$ cat src/rtl/tmr_chan_pkg.sv
package tmr_chan_pkg;
  typedef enum logic [1:0] {
    CM_CAPTURE = 2'd0,
    CM_COMPARE = 2'd1,
    CM_EPWM    = 2'd2,
    CM_CPWM    = 2'd3
  } chan_mode_e;

  localparam logic [1:0] LVL_OFF = 2'b00;
  localparam logic [1:0] LVL_A   = 2'b01;  // rising / toggle / low-true PWM
  localparam logic [1:0] LVL_B   = 2'b10;  // falling / clear / high-true PWM
  localparam logic [1:0] LVL_C   = 2'b11;  // both / set / low-true PWM
endpackage

$ cat src/rtl/tmr_chan_decode.sv
module tmr_chan_decode
  import tmr_chan_pkg::*;
(
  input  logic       tmr_on_i,
  input  logic       center_i,
  input  logic [1:0] mode_sel_i,
  input  logic [1:0] lvl_sel_i,
  output chan_mode_e mode_o,
  output logic       drive_o,
  output logic       rise_en_o,
  output logic       fall_en_o
);
  always_comb begin
    if (center_i && (lvl_sel_i != LVL_OFF)) begin
      mode_o = CM_CPWM;
    end else begin
      unique case (mode_sel_i)
        2'b00:   mode_o = CM_CAPTURE;
        2'b01:   mode_o = CM_COMPARE;
        default: mode_o = CM_EPWM;
      endcase
    end
  end

  always_comb begin
    drive_o   = tmr_on_i && (lvl_sel_i != LVL_OFF) && (mode_o != CM_CAPTURE);
    rise_en_o = tmr_on_i && (mode_o == CM_CAPTURE) && lvl_sel_i[0];
    fall_en_o = tmr_on_i && (mode_o == CM_CAPTURE) && lvl_sel_i[1];
  end
endmodule

$ cat src/rtl/tmr_chan_sync_edge.sv
module tmr_chan_sync_edge #(
  parameter int STAGES = 2
) (
  input  logic clk,
  input  logic rst_n,
  input  logic pin_i,
  output logic rise_o,
  output logic fall_o
);
  localparam int TOP = STAGES - 1;

  logic [TOP:0] sync_q, sync_d;
  logic         last_q, last_d;

  always_comb begin
    sync_d = {sync_q[TOP-1:0], pin_i};
    last_d = sync_q[TOP];
  end

  always_ff @(posedge clk or negedge rst_n) begin
    if (!rst_n) begin
      sync_q <= '0;
      last_q <= 1'b0;
    end else begin
      sync_q <= sync_d;
      last_q <= last_d;
    end
  end

  assign rise_o = sync_q[TOP] & ~last_q;
  assign fall_o = ~sync_q[TOP] & last_q;
endmodule

$ cat src/rtl/tmr_chan_out.sv
module tmr_chan_out
  import tmr_chan_pkg::*;
(
  input  logic       clk,
  input  logic       rst_n,
  input  chan_mode_e mode_i,
  input  logic [1:0] lvl_sel_i,
  input  logic       adv_i,
  input  logic       match_i,
  input  logic       below_i,
  output logic       pin_o
);
  logic pin_q, pin_d, pin_en;

  always_comb begin
    pin_d  = pin_q;
    pin_en = 1'b0;
    unique case (mode_i)
      CM_COMPARE: begin
        pin_en = adv_i && match_i;
        unique case (lvl_sel_i)
          LVL_A:   pin_d = ~pin_q;
          LVL_B:   pin_d = 1'b0;
          LVL_C:   pin_d = 1'b1;
          default: pin_d = pin_q;
        endcase
      end
      CM_EPWM, CM_CPWM: begin
        pin_en = adv_i;
        pin_d  = below_i ^ lvl_sel_i[0];
      end
      default: begin
        pin_en = 1'b0;
        pin_d  = pin_q;
      end
    endcase
  end

  always_ff @(posedge clk or negedge rst_n) begin
    if (!rst_n) begin
      pin_q <= 1'b0;
    end else if (pin_en) begin
      pin_q <= pin_d;
    end
  end

  assign pin_o = pin_q;
endmodule

$ cat src/rtl/tmr_chan_unit.sv
module tmr_chan_unit
  import tmr_chan_pkg::*;
#(
  parameter int CNT_W       = 16,
  parameter int SYNC_STAGES = 2
) (
  input  logic             clk,
  input  logic             rst_n,
  input  logic             tmr_on_i,
  input  logic             cnt_en_i,
  input  logic [CNT_W-1:0] cnt_i,
  input  logic             center_i,
  input  logic [1:0]       mode_sel_i,
  input  logic [1:0]       lvl_sel_i,
  input  logic [CNT_W-1:0] chval_i,
  input  logic             pin_i,
  input  logic             flag_clr_i,
  output logic             pin_o,
  output logic             pin_oe_o,
  output logic [CNT_W-1:0] cap_o,
  output logic             flag_o
);
  chan_mode_e mode;
  logic       drive, rise_en, fall_en;
  logic       rise, fall;
  logic       adv, match, below;
  logic       cmp_evt, cap_evt;

  logic             flag_q, flag_d;
  logic [CNT_W-1:0] cap_q, cap_d;

  tmr_chan_decode u_decode (
    .tmr_on_i   (tmr_on_i),
    .center_i   (center_i),
    .mode_sel_i (mode_sel_i),
    .lvl_sel_i  (lvl_sel_i),
    .mode_o     (mode),
    .drive_o    (drive),
    .rise_en_o  (rise_en),
    .fall_en_o  (fall_en)
  );

  tmr_chan_sync_edge #(.STAGES(SYNC_STAGES)) u_sync (
    .clk    (clk),
    .rst_n  (rst_n),
    .pin_i  (pin_i),
    .rise_o (rise),
    .fall_o (fall)
  );

  always_comb begin
    adv     = cnt_en_i && tmr_on_i;
    match   = (cnt_i == chval_i);
    below   = (cnt_i < chval_i);
    cmp_evt = adv && match && (mode != CM_CAPTURE);
    cap_evt = (rise && rise_en) || (fall && fall_en);
  end

  tmr_chan_out u_out (
    .clk       (clk),
    .rst_n     (rst_n),
    .mode_i    (mode),
    .lvl_sel_i (lvl_sel_i),
    .adv_i     (adv),
    .match_i   (match),
    .below_i   (below),
    .pin_o     (pin_o)
  );

  always_comb begin
    if (cmp_evt || cap_evt) begin
      flag_d = 1'b1;
    end else if (flag_clr_i) begin
      flag_d = 1'b0;
    end else begin
      flag_d = flag_q;
    end
    cap_d = cap_evt ? cnt_i : cap_q;
  end

  always_ff @(posedge clk or negedge rst_n) begin
    if (!rst_n) begin
      flag_q <= 1'b0;
      cap_q  <= '0;
    end else begin
      flag_q <= flag_d;
      if (cap_evt) begin
        cap_q <= cap_d;
      end
    end
  end

  assign pin_oe_o = drive;
  assign cap_o    = cap_q;
  assign flag_o   = flag_q;
endmodule

$ cat config.mk
export PLATFORM = sky130hd
export DESIGN_NAME = tmr_chan_unit
export DESIGN_NICKNAME = d
export VERILOG_FILES = /design/src/rtl/tmr_chan_pkg.sv /design/src/rtl/tmr_chan_decode.sv /design/src/rtl/tmr_chan_sync_edge.sv /design/src/rtl/tmr_chan_out.sv /design/src/rtl/tmr_chan_unit.sv
export SDC_FILE = /design/constraint.sdc
export NUM_CORES = 1
export LEC_CHECK = 0
export BUFFER_PORTS_ARGS = -buffer_cell sky130_fd_sc_hd__buf_4
export CAP_MARGIN = 20
export CORE_MARGIN = 8
export CORE_UTILIZATION = 30
export CTS_BUF_LIST = sky130_fd_sc_hd__clkbuf_2 sky130_fd_sc_hd__clkbuf_4 sky130_fd_sc_hd__clkbuf_8
export CTS_CLUSTER_SIZE = 30
export DETAILED_ROUTE_END_ITERATION = 16
export PLACE_DENSITY = 0.53
export SYNTH_ARGS = -nofsm -noshare
export SYNTH_HDL_FRONTEND = slang
export SYNTH_HIERARCHICAL = 1
export SYNTH_SLANG_ARGS = --single-unit
$ cat constraint.sdc
create_clock -name clk -period 1.8 [get_ports clk]
set_input_delay 0.27 -clock clk [delete_from_list [all_inputs] [get_ports clk]]
set_output_delay 0.27 -clock clk [all_outputs]
set_load 0.05 [all_outputs]
==> results.py, run 1 <==
metrics = {
    "grt": {
        "grt_pass1_vias": 1307,
        "overflow": 0,
        "grt_pass1_wl_um": 6203,
        "antenna_found_initial": 0,
        "grt_usage": 0.1046,
        "grt_start_max_net_pins": 22,
    },
    "sta": {
        "clock-skew-final_ns": 0.001842,
        "max_slew_margin": 0.7249,
        "fmax_mhz": 546.3,
        "setup_viol": 1,
        "setup_tns_ns": -0.03051,
        "setup_slack_ns": -0.03051,
        "hold_viol": 0,
        "fin_crit_sh": 1.017,
        "slew_violations": 0,
        "tightest_slew_ns": 0.4023,
        "rsz0062_at_grt": "yes",
        "post-route-min-period_ns": 1.831,
    },
    "route": {
        "first_pass_iters": 4,
        "routed_wl_um": 3527,
        "drtIter0Drc": 37,
        "drcViolationCount": 0,
        "vias_per_cell": 4.702,
        "wl_per_cell_um": 14.22,
        "postRouteAntennaNets": 0,
        "route.vias.total": 1166,
    },
    "setup_path": {
        "worst_setup_path_start_kind": "input pin",
        "r2r_slack_ns": 0.41,
        "crit_type": "input pin to flop",
        "arrival_ns": 1.98,
        "worstReg2RegStart": "u_sync/last_q",
        "reg2reg_depth": 4,
        "worstPathMaxFanout": 2,
        "r2r_end": "cap_o[6]",
        "endpoint_kind": "flop",
        "worst_ep_required_time_ns": 1.95,
    },
    "yosys": {
        "syn_area_mm2": 0.001356,
        "synth-warning-count": 6,
        "syn_inst": 126,
        "postSynth.asyncResetShare": 1.000,
        "synth_seq_area_share": 0.3875,
        "ys_ff_latch": 21,
        "synth_cell_type_count": 31,
        "synth_top_flop_cell": "dfrtp_1",
        "synth_edf_count": 0,
        "synth_fp_nets": 186,
        "avgSynthCellArea_um2": 10.76,
    },
    "job": {
        "maxCapViolCount": 0,
    },
    "worst_hold_path": {
        "hp-start": "pin_i",
        "min_path_cells": 1,
        "hp-class": "input pin to flop",
        "min_to": "u_sync/sync_q[0]",
    },
    "finish": {
        "finish.utilization": 0.4816,
        "area_delta_synth_final_pct": 54.61,
        "fill_cells": 424,
        "multi_input_area_um2": 817.0,
        "num_antenna_cells": 0,
        "fin_nets": 257,
        "ff_latch_area_um2": 525.5,
        "layout_commonest_cell": "buf_4",
        "most-common-layout-cells": "buf_4 (62), dfrtp_1 (21), inv_1 (20)",
        "drive_gt1_frac": 0.5204,
    },
    "pwr": {
        "power.total_w": 0.001710,
        "vdd_drop_max_uv": 434.1,
        "powerDensity_mw_per_mm2": 815.4,
        "leakagePower_nw": 1.099,
    },
    "floorplan": {
        "start_util": 0.3115,
        "die_area_mm2": 0.006929,
        "die_y_um": 83.24,
        "fp-row-count": 24,
        "coreArea_mm2": 0.004354,
        "num_io_pins": 62,
        "die_w_um": 83.24,
    },
    "cts": {
        "clk_latency_ns": 0.26,
        "clk_pin_slew_ns": 0.08,
        "clock_path_buffers": 2,
        "cts_tree": "yes",
        "cts_max_level": 1,
        "cts_sinks": 21,
        "clockRootBuffer": "clkbuf_8",
        "cts_inserted_buffers": 3,
    },
    "outcome": {
        "status": "finished, violations left",
        "violations": "setup timing",
    },
    "placement": {
        "place.gp.congestion": 0.7582,
        "dp_hpwl_um": 3006,
        "port_buffers": 61,
    },
}
## metal layers
| layer | track usage | vias up | wire length (um) |
|---|---|---|---|
| met5 | 0 | - | 0 |
| met4 | 0.02875 | 0 | 18 |
| met3 | 0.04199 | 2 | 269 |
| met2 | 0.1662 | 34 | 1727 |
| met1 | 0.1266 | 552 | 1511 |
| li1 | - | 578 | - |
## power breakdown
group          internal, W  switching [W]  leakage (nW)
clock             0.000173       0.000153        0.0262
combinational     0.000302       0.000479         0.807
sequential        0.000558      0.0000463         0.266
## stage by stage
step,instances,hold slack [ns],worst slack [ns],area [um2]
4_1_cts,248,0.1075,-0.04137,2085
3_3_place_gp,243,0.1742,-0.2672,2002
3_5_place_dp,243,0.1801,-0.3547,2002
6_report,248,0.1201,-0.03051,2097
5_1_grt,248,0.1007,-0.1038,2097
2_1_floorplan,126,-0.02559,-0.09369,1440
## cells by family (layout without fill, tap and decap cells)
logic type               count (synthesis)  after routing  synth area share
AO/OA/AOI/OAI                           23             23            0.1227
flip-flops                              21             21            0.3875
multiplexers                            15             15            0.1245
XOR/XNOR                                 1              1          0.006459
adder cells (fa/ha/maj)                 17             17            0.1568
AND/OR/NAND/NOR                         24             24            0.1273
buffers and inverters                   25             95           0.07473
## sequential cells by signal, indices dropped and copies added (netlist names)
register       cells
u_sync/sync_q      2
flag_o             1
u_sync/last_q      1
u_out/pin_o        1
cap_o             16
## worst max-delay path, cell delays in order
cell      delay, ns
buf_8          0.09
inv_12         0.03
ha_4           0.26
nand4_4        0.12
nor4_4         0.32
nand3_2        0.11
inv_1          0.07
o211ai_1       0.11
a221o_1        0.35
a211o_1        0.25
## cell type report
cell class | count | area share
clock buffers | 4 | 0.02327
inverters | 24 | 0.05131
multi-input cells | 80 | 0.3896
flip-flops and latches | 21 | 0.2506
well taps | 52 | 0.03103
repair buffers | 67 | 0.2542
## synthesized netlist by cell type, types with 2 or more instances
master    instances  area share
inv_1            24       0.066
dfrtp_1          21        0.39
ha_1             17        0.16
mux2_2           13        0.11
a21oi_1           7       0.026
o21ai_0           6       0.022
nand2_1           4       0.011
and2_1            3       0.014
a221o_1           2       0.015
mux2_1            2       0.017
nand2b_1          2      0.0092
nand3_1           2      0.0074
nand4_2           2       0.018
nor2_1            2      0.0055
nor2b_1           2      0.0092
nor3_1            2      0.0074
## worst max-delay path by stage
stage                             end       start  slack [ns]  depth (start not counted)
final                     u_out/pin_o  chval_i[9]       -0.03                         10
after floorplan           u_out/pin_o  chval_i[9]       -0.09                          9
after global routing      u_out/pin_o  chval_i[9]       -0.10                         10
after global placement    u_out/pin_o  chval_i[9]       -0.27                         10
after detailed placement  u_out/pin_o  chval_i[9]       -0.35                         10
after CTS                 u_out/pin_o  chval_i[9]       -0.04                         10
## timing repair
| item | 4_1_cts | 5_1_grt |
|---|---|---|
| hold buffers | 1 | 0 |
| gates resized for setup | 5 | 1 |
| endpoints found under the hold margin | 21 | 0 |
| pin swaps | 1 | 1 |
| setup endpoints to repair | 1 | 1 |
| setup buffers | 0 | 0 |
(Power assumes the default switching activity.)
==> run 2: changes to the inputs <==
--- a/config.mk
+++ b/config.mk
@@ -7,12 +7,14 @@
 export LEC_CHECK = 0
 export BUFFER_PORTS_ARGS = -buffer_cell sky130_fd_sc_hd__buf_4
 export CAP_MARGIN = 20
+export CELL_PAD_IN_SITES_DETAIL_PLACEMENT = 1
+export CELL_PAD_IN_SITES_GLOBAL_PLACEMENT = 2
 export CORE_MARGIN = 8
-export CORE_UTILIZATION = 30
+export CORE_UTILIZATION = 28
 export CTS_BUF_LIST = sky130_fd_sc_hd__clkbuf_2 sky130_fd_sc_hd__clkbuf_4 sky130_fd_sc_hd__clkbuf_8
 export CTS_CLUSTER_SIZE = 30
 export DETAILED_ROUTE_END_ITERATION = 16
-export PLACE_DENSITY = 0.53
+export PLACE_DENSITY = 0.79
 export SYNTH_ARGS = -nofsm -noshare
 export SYNTH_HDL_FRONTEND = slang
 export SYNTH_HIERARCHICAL = 1
==> run 2 against run 1 <==
The run still ends with setup timing left. Sequential cell count is the same. Design area rose by 5.0%. Combinational power grew 5.1%. Maximum frequency shrank 1.0%. Cell count grew 3.6%. Worst setup slack lost 0.019 ns. Power is 3.1% higher. Core utilization shrank 1.3 points. Clock-buffer cell count unchanged.
==> results.py, run 2 (synthesis gave the netlist of run 1 again) <==
metrics = {
    "finish": {
        "fin_nets": 264,
        "layout_commonest_cell": "buf_4",
        "most-common-layout-cells": "buf_4 (64), dfrtp_1 (21), inv_1 (16)",
        "drive_gt1_frac": 0.5714,
        "fin_cells": 257,
        "largest_reg_flops": 16,
        "num_antenna_cells": 0,
        "area_delta_synth_final_pct": 62.27,
    },
    "setup_path": {
        "worstPathMaxFanout": 2,
        "crit_type": "input pin to flop",
        "worst_ep_required_time_ns": 1.96,
        "worst_setup_path_start_kind": "input pin",
        "endpoint_kind": "flop",
        "slowest_delay_ns": 0.35,
        "arrival_ns": 2.01,
        "slowest_stage": "a221o_1",
        "path_cells": "buf_6, inv_2, ha_4, nand4_4, nor4_4, nand3_2, inv_1, o211ai_1, a221o_1, a211o_1",
    },
    "cts": {
        "clockRootBuffer": "clkbuf_8",
        "cts_inserted_buffers": 3,
        "cts_max_level": 1,
        "clk_pin_slew_ns": 0.09,
        "clock_path_buffers": 2,
        "cts_tree": "yes",
        "cts_sinks": 21,
        "clk_latency_ns": 0.26,
    },
    "sta": {
        "slew_violations": 0,
        "post-route-min-period_ns": 1.850,
        "clock-skew-final_ns": 0.006134,
        "whs_ns": 0.1160,
        "rsz0062_at_grt": "yes",
        "setup_viol": 1,
        "max_slew_margin": 0.7394,
        "hold_viol": 0,
        "fmax_mhz": 540.6,
        "tightest_slew_ns": 0.3899,
        "fin_crit_sh": 1.028,
        "setup_slack_ns": -0.04985,
    },
    "route": {
        "postRouteAntennaNets": 0,
        "wl_per_cell_um": 17.20,
        "routed_wl_um": 4421,
        "route.vias.total": 1233,
        "first_pass_iters": 4,
        "vias_per_cell": 4.798,
        "drcViolationCount": 0,
        "drtIter0Drc": 14,
    },
    "floorplan": {
        "die_area_mm2": 0.007327,
        "start_util": 0.2891,
        "num_io_pins": 62,
        "die_w_um": 85.60,
        "coreArea_mm2": 0.004692,
        "die_y_um": 85.60,
        "fp-row-count": 25,
    },
    "outcome": {
        "status": "finished, violations left",
        "violations": "setup timing",
    },
    "placement": {
        "port_buffers": 61,
        "placed_cells": 249,
        "place.gp.congestion": 0.7199,
        "dp_hpwl_um": 3595,
    },
    "job": {
        "maxCapViolCount": 0,
    },
    "grt": {
        "grt_usage": 0.1164,
        "grt_start_max_net_pins": 22,
        "overflow": 0,
        "grt_pass1_vias": 1467,
        "antenna_found_initial": 0,
        "grt_pass1_wl_um": 6817,
    },
    "pwr": {
        "vdd_drop_max_uv": 404.2,
        "leakagePower_nw": 1.127,
        "power.total_w": 0.001763,
        "powerDensity_mw_per_mm2": 801.1,
    },
    "worst_hold_path": {
        "hp-class": "input pin to flop",
    },
}
## run 2: report_power, final
part	total, W	switching, W	internal [W]
Combinational	0.000821	0.000499	0.000322
Clock	0.000337	0.000164	0.000173
Sequential	0.000605	0.0000477	0.000558
## run 2: layout make-up
| class | instances | area [um2] |
|---|---|---|
| fill | 528 | 2491 |
| multi-input combinational | 80 | 855.8 |
| timing repair buffer | 74 | 595.6 |
| sequential | 21 | 525.5 |
| inverter | 24 | 107.6 |
| tap | 54 | 67.56 |
| clock buffer | 4 | 48.80 |
## run 2: stage by stage
step	utilization	setup WS [ns]	TNS, ns	cell area, um2
after floorplan	-	-0.09369	-0.09369	1440
after global placement	0.4309	-0.3150	-0.3150	2022
after detailed placement	0.4309	-0.3842	-0.3842	2022
after CTS	0.4539	-0.07013	-0.07013	2130
after global routing	0.4691	-0.1624	-0.1624	2201
final	0.4691	-0.04985	-0.04985	2201
## run 2: path summary, 6_finish.rpt
path | depth (start not counted) | from | to | slack [ns]
min reg2reg | 0 | u_sync/sync_q[0] | u_sync/sync_q[1] | 0.36
min in group asynchronous | 2 | rst_n | cap_o[7] | 0.43
min | 1 | pin_i | u_sync/sync_q[0] | 0.12
max | 10 | chval_i[11] | u_out/pin_o | -0.05
max in group asynchronous | 2 | rst_n | u_sync/sync_q[0] | 1.14
max reg2reg | 4 | u_sync/sync_q[1] | cap_o[2] | 0.33
## run 2: timing repair
item | CTS | global route
setup buffers | 2 | 1
hold endpoints to repair | 21 | 0
hold buffers | 1 | 0
pin swaps | 6 | 6
endpoints found under the setup margin | 1 | 1
resized for setup | 9 | 11
## run 2: worst max-delay path: cells and delay by family
family	cells	cell delay [ns]
AOI/OAI and AO/OA	3	0.73
adders and majority gates	1	0.27
buffers and inverters	3	0.17
and+or+nand+nor	3	0.56
## run 2: metal layers
| layer | wire length [um] | track usage | vias up |
|---|---|---|---|
| met1 | 1692 | 0.1250 | 592 |
| met4 | 83 | 0.04459 | 0 |
| li1 | - | - | 588 |
| met2 | 2323 | 0.2038 | 47 |
| met5 | 0 | 0 | - |
| met3 | 321 | 0.04107 | 6 |
==> run 3: changes to the inputs <==
--- a/config.mk
+++ b/config.mk
@@ -5,16 +5,17 @@
 export SDC_FILE = /design/constraint.sdc
 export NUM_CORES = 1
 export LEC_CHECK = 0
+export ABC_AREA = 1
 export BUFFER_PORTS_ARGS = -buffer_cell sky130_fd_sc_hd__buf_4
 export CAP_MARGIN = 20
 export CELL_PAD_IN_SITES_DETAIL_PLACEMENT = 1
 export CELL_PAD_IN_SITES_GLOBAL_PLACEMENT = 2
 export CORE_MARGIN = 8
-export CORE_UTILIZATION = 28
+export CORE_UTILIZATION = 27
 export CTS_BUF_LIST = sky130_fd_sc_hd__clkbuf_2 sky130_fd_sc_hd__clkbuf_4 sky130_fd_sc_hd__clkbuf_8
 export CTS_CLUSTER_SIZE = 30
 export DETAILED_ROUTE_END_ITERATION = 16
-export PLACE_DENSITY = 0.79
+export PLACE_DENSITY = 0.8
 export SYNTH_ARGS = -nofsm -noshare
 export SYNTH_HDL_FRONTEND = slang
 export SYNTH_HIERARCHICAL = 1
==> run 3 against run 2 <==
The flow now finishes without violations. Die area increased by 7.3%. Maximum frequency up 23%. Clock skew down 0.0044 ns. First-iteration DRC count down 64%. Critical path type unchanged. Core utilization down 7.1 points. Clock-buffer cell count shrank 1. Largest power group unchanged. Sequential cell count unchanged. Sequential share of layout area up 2.0 points. Area after synthesis is 5.1% higher. Highest routed layer unchanged.
==> results.py, run 3 <==
metrics = {
    "sta": {
        "max_slew_margin": 0.8035,
        "rsz0062_at_grt": "no",
        "hold_viol": 0,
        "post-route-min-period_ns": 1.507,
        "setup_viol": 0,
        "slew_violations": 0,
        "tightest_slew_ns": 0.2916,
        "fin_crit_sh": 0.8372,
        "setup_tns_ns": 0,
        "clock-skew-final_ns": 0.001710,
        "fmax_mhz": 663.6,
    },
    "cts": {
        "post_cts_buffers": 0,
        "cts_sinks": 21,
        "cts_tree": "yes",
        "cts_max_level": 1,
        "cts_inserted_buffers": 3,
        "clockRootBuffer": "clkbuf_8",
        "clk_pin_slew_ns": 0.08,
        "clock_path_buffers": 2,
        "clk_latency_ns": 0.26,
    },
    "yosys": {
        "syn_area_mm2": 0.001425,
        "synth_top_area_cell": "dfrtp_1",
        "ys_ff_latch": 21,
        "postSynth.asyncResetShare": 1.000,
        "netlist_top_cells_area": "dfrtp_1 (37%), ha_1 (15%), inv_1 (9.7%)",
        "synth_commonest_cells": "inv_1 (37), nand2_1 (37), dfrtp_1 (21)",
        "syn_inst": 166,
        "synth_top_flop_cell": "dfrtp_1",
        "avgSynthCellArea_um2": 8.585,
        "synth_edf_count": 0,
        "synth-warning-count": 6,
        "synth_cell_type_count": 20,
        "synth_fp_nets": 226,
        "synth_seq_area_share": 0.3687,
        "synth_top_area_frac": 0.3687,
    },
    "setup_path": {
        "arrival_ns": 1.67,
        "slowest_delay_ns": 0.28,
        "cp-endpoint": "u_out/pin_o",
        "r2r_end": "cap_o[1]",
        "worstPathMaxFanout": 4,
        "slowest_stage": "ha_1",
        "endpoint_kind": "flop",
        "r2r_slack_ns": 0.45,
        "crit_type": "input pin to flop",
        "crit_start": "cnt_i[15]",
        "worstReg2RegStart": "u_sync/sync_q[1]",
        "worst_ep_required_time_ns": 1.96,
        "worst_setup_path_start_kind": "input pin",
        "reg2reg_depth": 4,
        "crit_top_cell": "nand2_1",
        "path_cells": "buf_4, ha_1, nand2_1, nor2_1, nand4_1, nor3b_1, nand2_1, o21ai_1, nand2_1, nand2_1, nand2_1",
    },
    "placement": {
        "placed_cell_area_mm2": 0.001974,
        "dp_hpwl_um": 3211,
        "place.gp.congestion": 0.7484,
        "port_buffers": 61,
    },
    "route": {
        "first_pass_iters": 3,
        "met2_length_um": 1688,
        "route.vias.total": 1269,
        "routed_wl_um": 3763,
        "met3WireLength_um": 302,
        "drtIter0Drc": 5,
        "postRouteAntennaNets": 0,
        "drcViolationCount": 0,
        "top_layer_used": "met4",
        "wl_per_cell_um": 12.42,
        "vias_per_cell": 4.188,
        "wl_met1_um": 1752,
    },
    "pwr": {
        "powerDensity_mw_per_mm2": 885.4,
        "leakagePower_nw": 1.183,
        "vdd_drop_max_uv": 442.3,
    },
    "grt": {
        "grt_start_max_net_pins": 22,
        "grt_pass1_wl_um": 6292,
        "grt_pass1_vias": 1398,
        "overflow": 0,
        "grt_usage": 0.1019,
        "antenna_found_initial": 0,
    },
    "finish": {
        "fin_area_mm2": 0.002033,
        "layout_commonest_cell": "buf_4",
        "fill_cells": 650,
        "largest_reg_flops": 16,
        "most-common-layout-cells": "buf_4 (63), inv_1 (37), nand2_1 (37)",
        "area_delta_synth_final_pct": 42.67,
        "fin_nets": 294,
        "num_antenna_cells": 0,
        "drive_gt1_frac": 0.3734,
    },
    "floorplan": {
        "start_util": 0.2790,
        "die_area_mm2": 0.007859,
        "num_io_pins": 62,
        "die_w_um": 88.65,
        "fp-row-count": 26,
        "die_y_um": 88.65,
        "coreArea_mm2": 0.005107,
    },
    "worst_hold_path": {
        "hp-class": "input pin to flop",
    },
    "job": {
        "maxCapViolCount": 0,
    },
    "outcome": {
        "status": "finished clean",
    },
}
## run 3: cell types whose count changed after synthesis, moves of 3 or more
cell,delta
inv_1,+13
o21ai_0,-5
and2_1,-3
nand3_1,+6
mux2_4,+7
mux2_2,-5
nor2_1,+11
nand2_1,+33
## run 3: power by group
group	leakage, nW	internal (W)	switching (W)
clock network	0.0217	0.000156	0.000168
registers	0.262	0.000570	0.0000556
logic	0.899	0.000322	0.000527
## run 3: kinds of logic (layout without fill, tap and decap cells)
logic type | Yosys count | in the layout | share of synthesized area
AOI/OAI and AO/OA | 11 | 11 | 0.04478
DFF | 21 | 21 | 0.3687
and+or+nand+nor | 64 | 64 | 0.1949
adders and majority gates | 17 | 17 | 0.1493
buffers and inverters | 38 | 105 | 0.1054
muxes | 15 | 15 | 0.1370
## run 3: layer usage
layer,vias up,GRT usage
li1,655,-
met1,573,0.1255
met2,39,0.1624
met3,2,0.03343
met4,0,0.03226
met5,-,0
## run 3: worst min-delay path by stage
stage,from,to,slack (ns),depth (start not counted)
floorplan,rst_n,cap_o[0],-0.03,0
global placement,rst_n,cap_o[3],0.19,1
detailed placement,rst_n,cap_o[3],0.18,1
CTS,pin_i,u_sync/sync_q[0],0.11,1
global route,pin_i,u_sync/sync_q[0],0.11,1
finish,pin_i,u_sync/sync_q[0],0.12,1
## run 3: critical path, delay by kind of cell
| family | cells | cell delay [ns] |
|---|---|---|
| and+or+nand+nor | 8 | 0.86 |
| adders and majority gates | 1 | 0.28 |
| AOI/OAI and AO/OA | 1 | 0.17 |
| buffers and inverters | 1 | 0.11 |
## run 3: timing repair
item / CTS / global route
resized for setup: 0 / 0
endpoints found under the setup margin: 0 / 0
hold buffers: 1 / 0
endpoints found under the hold margin: 21 / 0
## run 3: final cells by class
type / count / area (um2) / area share
flip-flops and latches: 21 / 525.5 / 0.2585
clock inverters: 1 / 7.507 / 0.003692
well taps: 70 / 87.58 / 0.04308
multi-input cells: 107 / 749.5 / 0.3686
repair buffers: 64 / 483.0 / 0.2375
clock buffers: 3 / 41.29 / 0.02031
inverters: 37 / 138.9 / 0.06831
## run 3: stage by stage
stage          setup slack (ns)  cells  hold WS, ns  utilization  total power (W)
6_report                 0.2930    303       0.1230       0.3981         0.001800
3_3_place_gp            0.03215    298       0.1881       0.3866         0.001488
5_1_grt                  0.1445    303       0.1086       0.3981         0.001918
2_1_floorplan            0.2339    166     -0.02559            -         0.001184
4_1_cts                  0.2856    303       0.1141       0.3981         0.001841
3_5_place_dp           0.003733    298       0.1793       0.3866         0.001497
